### config.mk
export PLATFORM = sky130hd
export DESIGN_NAME = spi_status_poller
export DESIGN_NICKNAME = d
export VERILOG_FILES = /design/src/rtl/spoll_pkg.sv /design/src/rtl/spoll_pair_seq.sv /design/src/rtl/spoll_retry.sv /design/src/rtl/spi_status_poller.sv
export SDC_FILE = /design/constraint.sdc
export NUM_CORES = 1
export LEC_CHECK = 0
export BUFFER_PORTS_ARGS = -buffer_cell sky130_fd_sc_hd__buf_4
export CAP_MARGIN = 0
export CORE_MARGIN = 1
export CORE_UTILIZATION = 40
export CTS_CLUSTER_SIZE = 20
export DETAILED_ROUTE_END_ITERATION = 8
export PLACE_DENSITY_LB_ADDON = 0.05
export SLEW_MARGIN = 0
export SYNTH_ARGS = -nofsm -noshare
export SYNTH_HDL_FRONTEND = slang
export SYNTH_HIERARCHICAL = 1
export SYNTH_SLANG_ARGS = --single-unit
### constraint.sdc
create_clock -name clk -period 3.99 [get_ports clk]
set_input_delay 0.798 -clock clk [delete_from_list [all_inputs] [get_ports clk]]
set_output_delay 0.798 -clock clk [all_outputs]
set_load 0.01 [all_outputs]
### src/rtl/spoll_pkg.sv
package spoll_pkg;
  localparam int BIT_BUSY  = 0;
  localparam int BIT_READY = 1;
  localparam int BIT_VIOL  = 2;
  localparam int BIT_FAULT = 3;

  typedef enum logic [1:0] {
    VERD_RETRY = 2'd0,
    VERD_OK    = 2'd1,
    VERD_FAULT = 2'd2
  } verdict_t;

  // Error bits win over busy; busy wins over mask matching.
  function automatic verdict_t judge(input logic [7:0] s, input logic [7:0] m);
    if (s[BIT_VIOL] || s[BIT_FAULT]) return VERD_FAULT;
    if (s[BIT_BUSY]) return VERD_RETRY;
    if ((m == 8'h00) || ((s & m) != 8'h00)) return VERD_OK;
    return VERD_RETRY;
  endfunction
endpackage

### src/rtl/spoll_pair_seq.sv
module spoll_pair_seq #(
  parameter logic [7:0] CMD = 8'h00
) (
  input  logic       clk,
  input  logic       rst_n,
  input  logic       go,
  input  logic       xfer_ack,
  input  logic [7:0] xfer_rx,
  output logic       xfer_req,
  output logic [7:0] xfer_tx,
  output logic       smp_valid,
  output logic [7:0] smp_byte
);
  typedef enum logic [1:0] {SQ_IDLE, SQ_DISCARD, SQ_KEEP} sq_t;
  sq_t st;

  always_ff @(posedge clk or negedge rst_n) begin
    if (!rst_n) st <= SQ_IDLE;
    else begin
      case (st)
        SQ_IDLE:    if (go) st <= SQ_DISCARD;
        SQ_DISCARD: if (xfer_ack) st <= SQ_KEEP;
        SQ_KEEP:    if (xfer_ack) st <= go ? SQ_DISCARD : SQ_IDLE;
        default:    st <= SQ_IDLE;
      endcase
    end
  end

  assign xfer_req  = (st != SQ_IDLE);
  assign xfer_tx   = CMD;
  assign smp_valid = (st == SQ_KEEP) && xfer_ack;
  assign smp_byte  = xfer_rx;
endmodule

### src/rtl/spoll_retry.sv
module spoll_retry #(
  parameter int MAX_TRIES = 10000,
  localparam int CNT_W = $clog2(MAX_TRIES + 1)
) (
  input  logic clk,
  input  logic rst_n,
  input  logic load,
  input  logic step,
  output logic last
);
  logic [CNT_W-1:0] remaining;

  always_ff @(posedge clk or negedge rst_n) begin
    if (!rst_n) remaining <= '0;
    else if (load) remaining <= CNT_W'(MAX_TRIES);
    else if (step) remaining <= remaining - CNT_W'(1);
  end

  assign last = (remaining == CNT_W'(1));
endmodule

### src/rtl/spi_status_poller.sv
module spi_status_poller #(
  parameter int MAX_TRIES = 10000,
  parameter logic [7:0] CMD = 8'h00
) (
  input  logic       clk,
  input  logic       rst_n,
  input  logic       start_i,
  input  logic [7:0] mask_i,
  output logic       xfer_req_o,
  output logic [7:0] xfer_tx_o,
  input  logic       xfer_ack_i,
  input  logic [7:0] xfer_rx_i,
  output logic       busy_o,
  output logic       done_o,
  output logic [7:0] status_o,
  output logic       err_io_o,
  output logic       err_timeout_o
);
  import spoll_pkg::*;

  logic       run_q, done_q, io_q, to_q;
  logic [7:0] mask_q, status_q;
  logic       accept, smp_valid, last, cont, finish, exhaust;
  logic [7:0] smp_byte;
  verdict_t   verdict;

  assign accept  = start_i && !run_q;
  assign verdict = judge(smp_byte, mask_q);
  assign cont    = smp_valid && (verdict == VERD_RETRY) && !last;
  assign exhaust = smp_valid && (verdict == VERD_RETRY) && last;
  assign finish  = smp_valid && !cont;

  spoll_pair_seq #(.CMD(CMD)) u_seq (
    .clk(clk), .rst_n(rst_n), .go(accept || cont),
    .xfer_ack(xfer_ack_i), .xfer_rx(xfer_rx_i),
    .xfer_req(xfer_req_o), .xfer_tx(xfer_tx_o),
    .smp_valid(smp_valid), .smp_byte(smp_byte)
  );

  spoll_retry #(.MAX_TRIES(MAX_TRIES)) u_retry (
    .clk(clk), .rst_n(rst_n), .load(accept), .step(cont), .last(last)
  );

  always_ff @(posedge clk or negedge rst_n) begin
    if (!rst_n) begin
      run_q    <= 1'b0;
      done_q   <= 1'b0;
      io_q     <= 1'b0;
      to_q     <= 1'b0;
      mask_q   <= 8'h00;
      status_q <= 8'h00;
    end else begin
      done_q <= finish;
      if (accept) begin
        run_q  <= 1'b1;
        mask_q <= mask_i;
        io_q   <= 1'b0;
        to_q   <= 1'b0;
      end else if (finish) begin
        run_q <= 1'b0;
        io_q  <= (verdict == VERD_FAULT);
        to_q  <= exhaust;
      end
      if (smp_valid) status_q <= smp_byte;
    end
  end

  assign busy_o        = run_q;
  assign done_o        = done_q;
  assign status_o      = status_q;
  assign err_io_o      = io_q;
  assign err_timeout_o = to_q;
endmodule

## After elaboration in Yosys (flattened, before gate mapping)

Cells that the tools add are included.

| operators by class | value |
|---|---|
| add/subtract/negate cells | 1 |
| equal/unequal tests | 7 |
| bitwise gates (word level) | 1 |
| muxes and demuxes | 25 |
| reduce and logical (&&, ||, !) cells | 20 |

Operator list:

| kind | count |
|---|---|
| 14-bit two-way mux | 2 |
| 2-bit two-way mux | 9 |
| 14-bit by 1-bit equality test with 1-bit output, second input constant | 1 |
| 14-bit by 1-bit subtractor with 14-bit output, second input constant | 1 |
| 1-bit two-way mux | 13 |
| 8-bit AND | 1 |
| 8-bit zero test | 1 |
| 8-bit nonzero test | 1 |
| 1-bit logical AND | 6 |
| 2-bit case mux with 3 select lines | 1 |
| 2-bit nonzero test | 3 |
| 2-bit equality test, second input constant | 2 |
| 2-bit zero test | 2 |
| 2-bit inequality test, second input constant | 2 |
| 1-bit zero test | 3 |
| 1-bit logical OR | 3 |
| 3-bit AND reduction | 1 |
| 2-bit by 1-bit equality test with 1-bit output, second input constant | 1 |
| 2-bit by 1-bit inequality test with 1-bit output, second input constant | 1 |

| word-level totals | value |
|---|---|
| flip-flop bits (word level) | 36 |
| output and inout port bits | 21 |
| bits of input ports | 20 |

## Logic depth before layout (Yosys ltp)

| depth | value |
|---|---|
| depth after elaboration | 16 |
| mapped depth | 11 |

## By module

The synthesis kept the hierarchy.

Modules (own cells, without submodules):

| module | sequential area each (um^2) | cells an instance | times used | area an instance (um^2) |
|---|---|---|---|---|
| spi_status_poller | 500.5 | 79 | 1 | 854.6 |
| spoll_retry | 350.3 | 72 | 1 | 730.7 |
| spoll_pair_seq | 50.0 | 26 | 1 | 225.2 |

## Least setup slack after synthesis

Ideal clock, no wire load.

| timing path | value |
|---|---|
| kind | reg-to-reg |
| start point | register u_retry.remaining[7] |
| end point | register u_retry.remaining[4] |
| path buffers | 1 |
| slack | 0.714 ns |
| required time | 3.854 ns |
| arrival | 3.140 ns |
| stages on the path, launching flop included | 10 |
| path through | dfrtp_1 or4_4 or4_4 nor4b_1 nor3_1 and3_4 clkbuf_1 o21ai_0 nor3_1 or3b_2 |

| on the way | value |
|---|---|
| cells in the longest elaborated chain, start to end | 4 |

RTL lines:

| element | line | text |
|---|---|---|
| start, declared | spoll_retry.sv:11 | `logic [CNT_W-1:0] remaining;` |
| start signal, assigned | spoll_retry.sv:15 | `else if (load) remaining <= CNT_W'(MAX_TRIES);` |
| start signal, assigned | spoll_retry.sv:16 | `else if (step) remaining <= remaining - CNT_W'(1);` |
| 14-bit by 1-bit equality test with 1-bit output | spoll_retry.sv:19 | `assign last = (remaining == CNT_W'(1));` |
| via last | spi_status_poller.sv:23 | `logic accept, smp_valid, last, cont, finish, exhaust;` |
| 1-bit zero test | spi_status_poller.sv:29 | `assign cont = smp_valid && (verdict == VERD_RETRY) && !last;` |
| 1-bit logical AND | spi_status_poller.sv:29 |  |
| via cont | spi_status_poller.sv:23 |  |
| 2-bit nonzero test (no source line) | -- |  |

The timed path passes the listed nets, and every way through them passes these cells.
A chain may end at the register's enable or synchronous reset.

## Worst setup path in the final report

Same ends and word-level chain as after synthesis.

==> results.md <==
* #FFs+latches synth at 36
* Crit. End Element: flop
* Global placement routability congestion at 0.757
* Cell taking the most area after synthesis: dfrtp_1
* RSZ-0062 raised after global routing: no
* Port Buf Inserts at 32
* First-pass GRT wire length at 6090 µm
* Final min period at 3.47 ns
* Synth Warn # at 6
* Clock input transition at the sequential cells of the worst setup and hold paths at 0.07 ns
* Crit Path Category: reg -> reg
* Critical path, cell by cell: or4_4, or4_4, nor4b_1, nor3_1, and3_4, o21ai_0, nor3_1, or3b_2
* Die Y at 69.3 µm
* Post-CTS Hold Fix Bufs at 0
* Final wirelength at 3470 µm
* Reg2reg start: u_retry/remaining[7]$_DFFE_PN0P_
* Hold Vio Cnt, Final at 0
* Longest Clk Path Bufs at 2
* Core area at 4350 µm²
* Syn-to-layout area delta at 17.0%
* Wire length per cell at 13.6 µm
* CTS Buf Count at 5
* Total track usage at 16.2%
* Syn_area_per_cell at 10.2 µm²
* Iteration-0 DRC count of the detailed router at 63
* Largest net degree at the start of global routing at 37
* Worst Reg-to-Reg Cells at 8
* Synth top area share at 49.8%
* Post-CTS Setup Repair Bufs at 0
* Number of flops mapped to enable cells by yosys at 0
* Initial Util at 41.6%
* Worst Tran Pin Value at 0.649 ns
* Tcrit/Tclk final at 87.0%
* I/O pin cnt at 41
* Fmax at 0.288 GHz
* Peak supply drop at 154 µV
* Power Total at 0.000713 W
* Endpoints failing setup at 0
* CP Launch Type: flop
* Ant. Diodes at 0
* Met2 Use GR at 24.7%
* FP Rows at 24
* Via density at 5.15
* GR Layer Usage met1 at 21.3%
* Skew-Pair Late Insertion Delay at 0.29 ns
* Top_reg_cell synth: dfrtp_1
* Antenna Nets Post-Route at 0
* Worst R2R Setup Slack at 0.52 ns
* Die width at 69.3 µm
* CTS tree: yes
* Skew final at 0.00529 ns
* Arr. time, crit path at 3.64 ns
* Sequential share of the synthesized area at 49.8%
* Outcome: completed
* Share of layout cells above drive strength 1 at 31.0%
* # clock sinks at 36
* Static leakage at 1.10 nW
* Distinct cells, synth at 45
* TritonRoute pass-1 iters at 4
* Synth top area cells: dfrtp_1, buf_4, nand2_1
* Max-slew headroom at 56.3%
* Vias at 1313
* H-tree depth at 2
* CP required at 4.15 ns
* Fin. max-slew vios at 0
* # DRC at 0
* Grt met3 use at 5.81%
* Most crowded layer after global routing: met2
* Die ar. at 4800 µm²
* Ys async rst share at 100%
* Worst Path Max Fanout at 10
* Final TNS setup at 0 ns
* Synth Instances at 177
* Post-layout net count at 224
* Synth cell count leaders: dfrtp_1, nand2_1, buf_4
* Critical Path Slowest Stage Cell: or4_4
* Total global routing overflow at 0
* Synthesized area at 1810 µm²
* Post_cts resized at 0
* Pwr Density at 337 nW/µm²
* Initial antenna violation count at 0
* Max-cap violations at 0
* Vias in the first global route at 1285
* Count leader, synth: dfrtp_1
* Clk root buf: clkbuf_8
* RR Endpoint: u_retry/remaining[4]$_DFFE_PN0P_
* CP max stage delay at 0.56 ns
* HPWL after DPL at 2440 µm
* Hold Crit Class: in -> async
## through the flow
stage	instances	worst slack (ns)	hold slack (ns)	cell area (µm²)	utilization, %
3_3_place_gp	247	0.674	0.492	2010	46.1
4_1_cts	255	0.564	0.473	2120	48.6
6_report	255	0.518	0.451	2120	48.6
3_5_place_dp	247	0.586	0.497	2010	46.1
5_1_grt	255	0.285	0.484	2120	48.6
2_1_floorplan	184	0.714	0.468	1840	-
## layout by cell type, fill, tap and decap left out, types with 2 or more instances in the layout
cell	instances
a22oi_1	2
mux2_2	8
or3_2	2
o21ai_1	2
or4_4	2
inv_1	4
o21ai_0	5
conb_1	8
xnor2_1	4
or2_2	2
clkbuf_8	5
or3b_1	2
buf_4	33
nor2_1	10
dfrtp_1	36
nor4_2	2
nor3_1	4
or3_1	3
xor2_1	3
a21oi_1	4
ha_1	2
nand2_1	31
nand2b_1	2
nor4_1	3
nor4b_1	2
## cells by family after synthesis
logic type	count (synthesis)	share of synthesized area, %
muxes	8	4.98
buffers and inverters	26	8.71
AOI/OAI and AO/OA	25	10.0
adders and majority gates	2	1.38
other	1	0.207
xor gates and xnor gates	7	3.39
DFF	36	49.8
and+or+nand+nor	72	21.6
## how the worst max path moves through the flow
stage	startpoint	to	slack, ns	cells past startpoint
after floorplan	u_retry/remaining[7]$_DFFE_PN0P_	u_retry/remaining[4]$_DFFE_PN0P_	0.71	9
after global placement	u_retry/remaining[7]$_DFFE_PN0P_	u_retry/remaining[4]$_DFFE_PN0P_	0.67	8
after detailed placement	u_retry/remaining[7]$_DFFE_PN0P_	u_retry/remaining[4]$_DFFE_PN0P_	0.59	8
after CTS	u_retry/remaining[7]$_DFFE_PN0P_	u_retry/remaining[4]$_DFFE_PN0P_	0.56	8
after global routing	u_retry/remaining[7]$_DFFE_PN0P_	u_retry/remaining[4]$_DFFE_PN0P_	0.28	8
final	u_retry/remaining[7]$_DFFE_PN0P_	u_retry/remaining[4]$_DFFE_PN0P_	0.52	8
## registers in the layout (all words and copies together) (netlist names)
register and flops:
u_retry/remaining 14, mask_q 8, status_o 8, u_seq/st 2, busy_o 1, done_o 1
err_io_o 1, err_timeout_o 1
## per-layer routing
| metal | up-vias | routed length [µm] |
|---|---|---|
| met2 | 34 | 1650 |
| met1 | 639 | 1610 |
| met4 | 0 | 25 |
| met3 | 2 | 180 |
| li1 | 638 | - |
| met5 | - | 0 |
## where the power goes
part	total (W)	internal, W	switching, W	leakage, nW
registers	0.000365	0.000365	0	0.498
clock network	0.000319	0.000185	0.000134	0.0541
logic	0.0000296	0.0000128	0.0000168	0.552
## layout make-up
cell class / instances / area [µm²]
inverters: 4 / 15.0
fillers: 409 / 2240
clock inverters: 3 / 42.5
well taps: 52 / 65.1
multi-input cells: 122 / 778
flip-flops and latches: 36 / 901
clock buffers: 5 / 68.8
repair buffers: 33 / 248
## worst max-delay path, delay by kind of cell (launching register included)
kind            cells  cell delay, ns
simple gates        7            2.38
flops               1            0.43
compound gates      1            0.53
No activity file was read; power rests on OpenSTA's default activity.
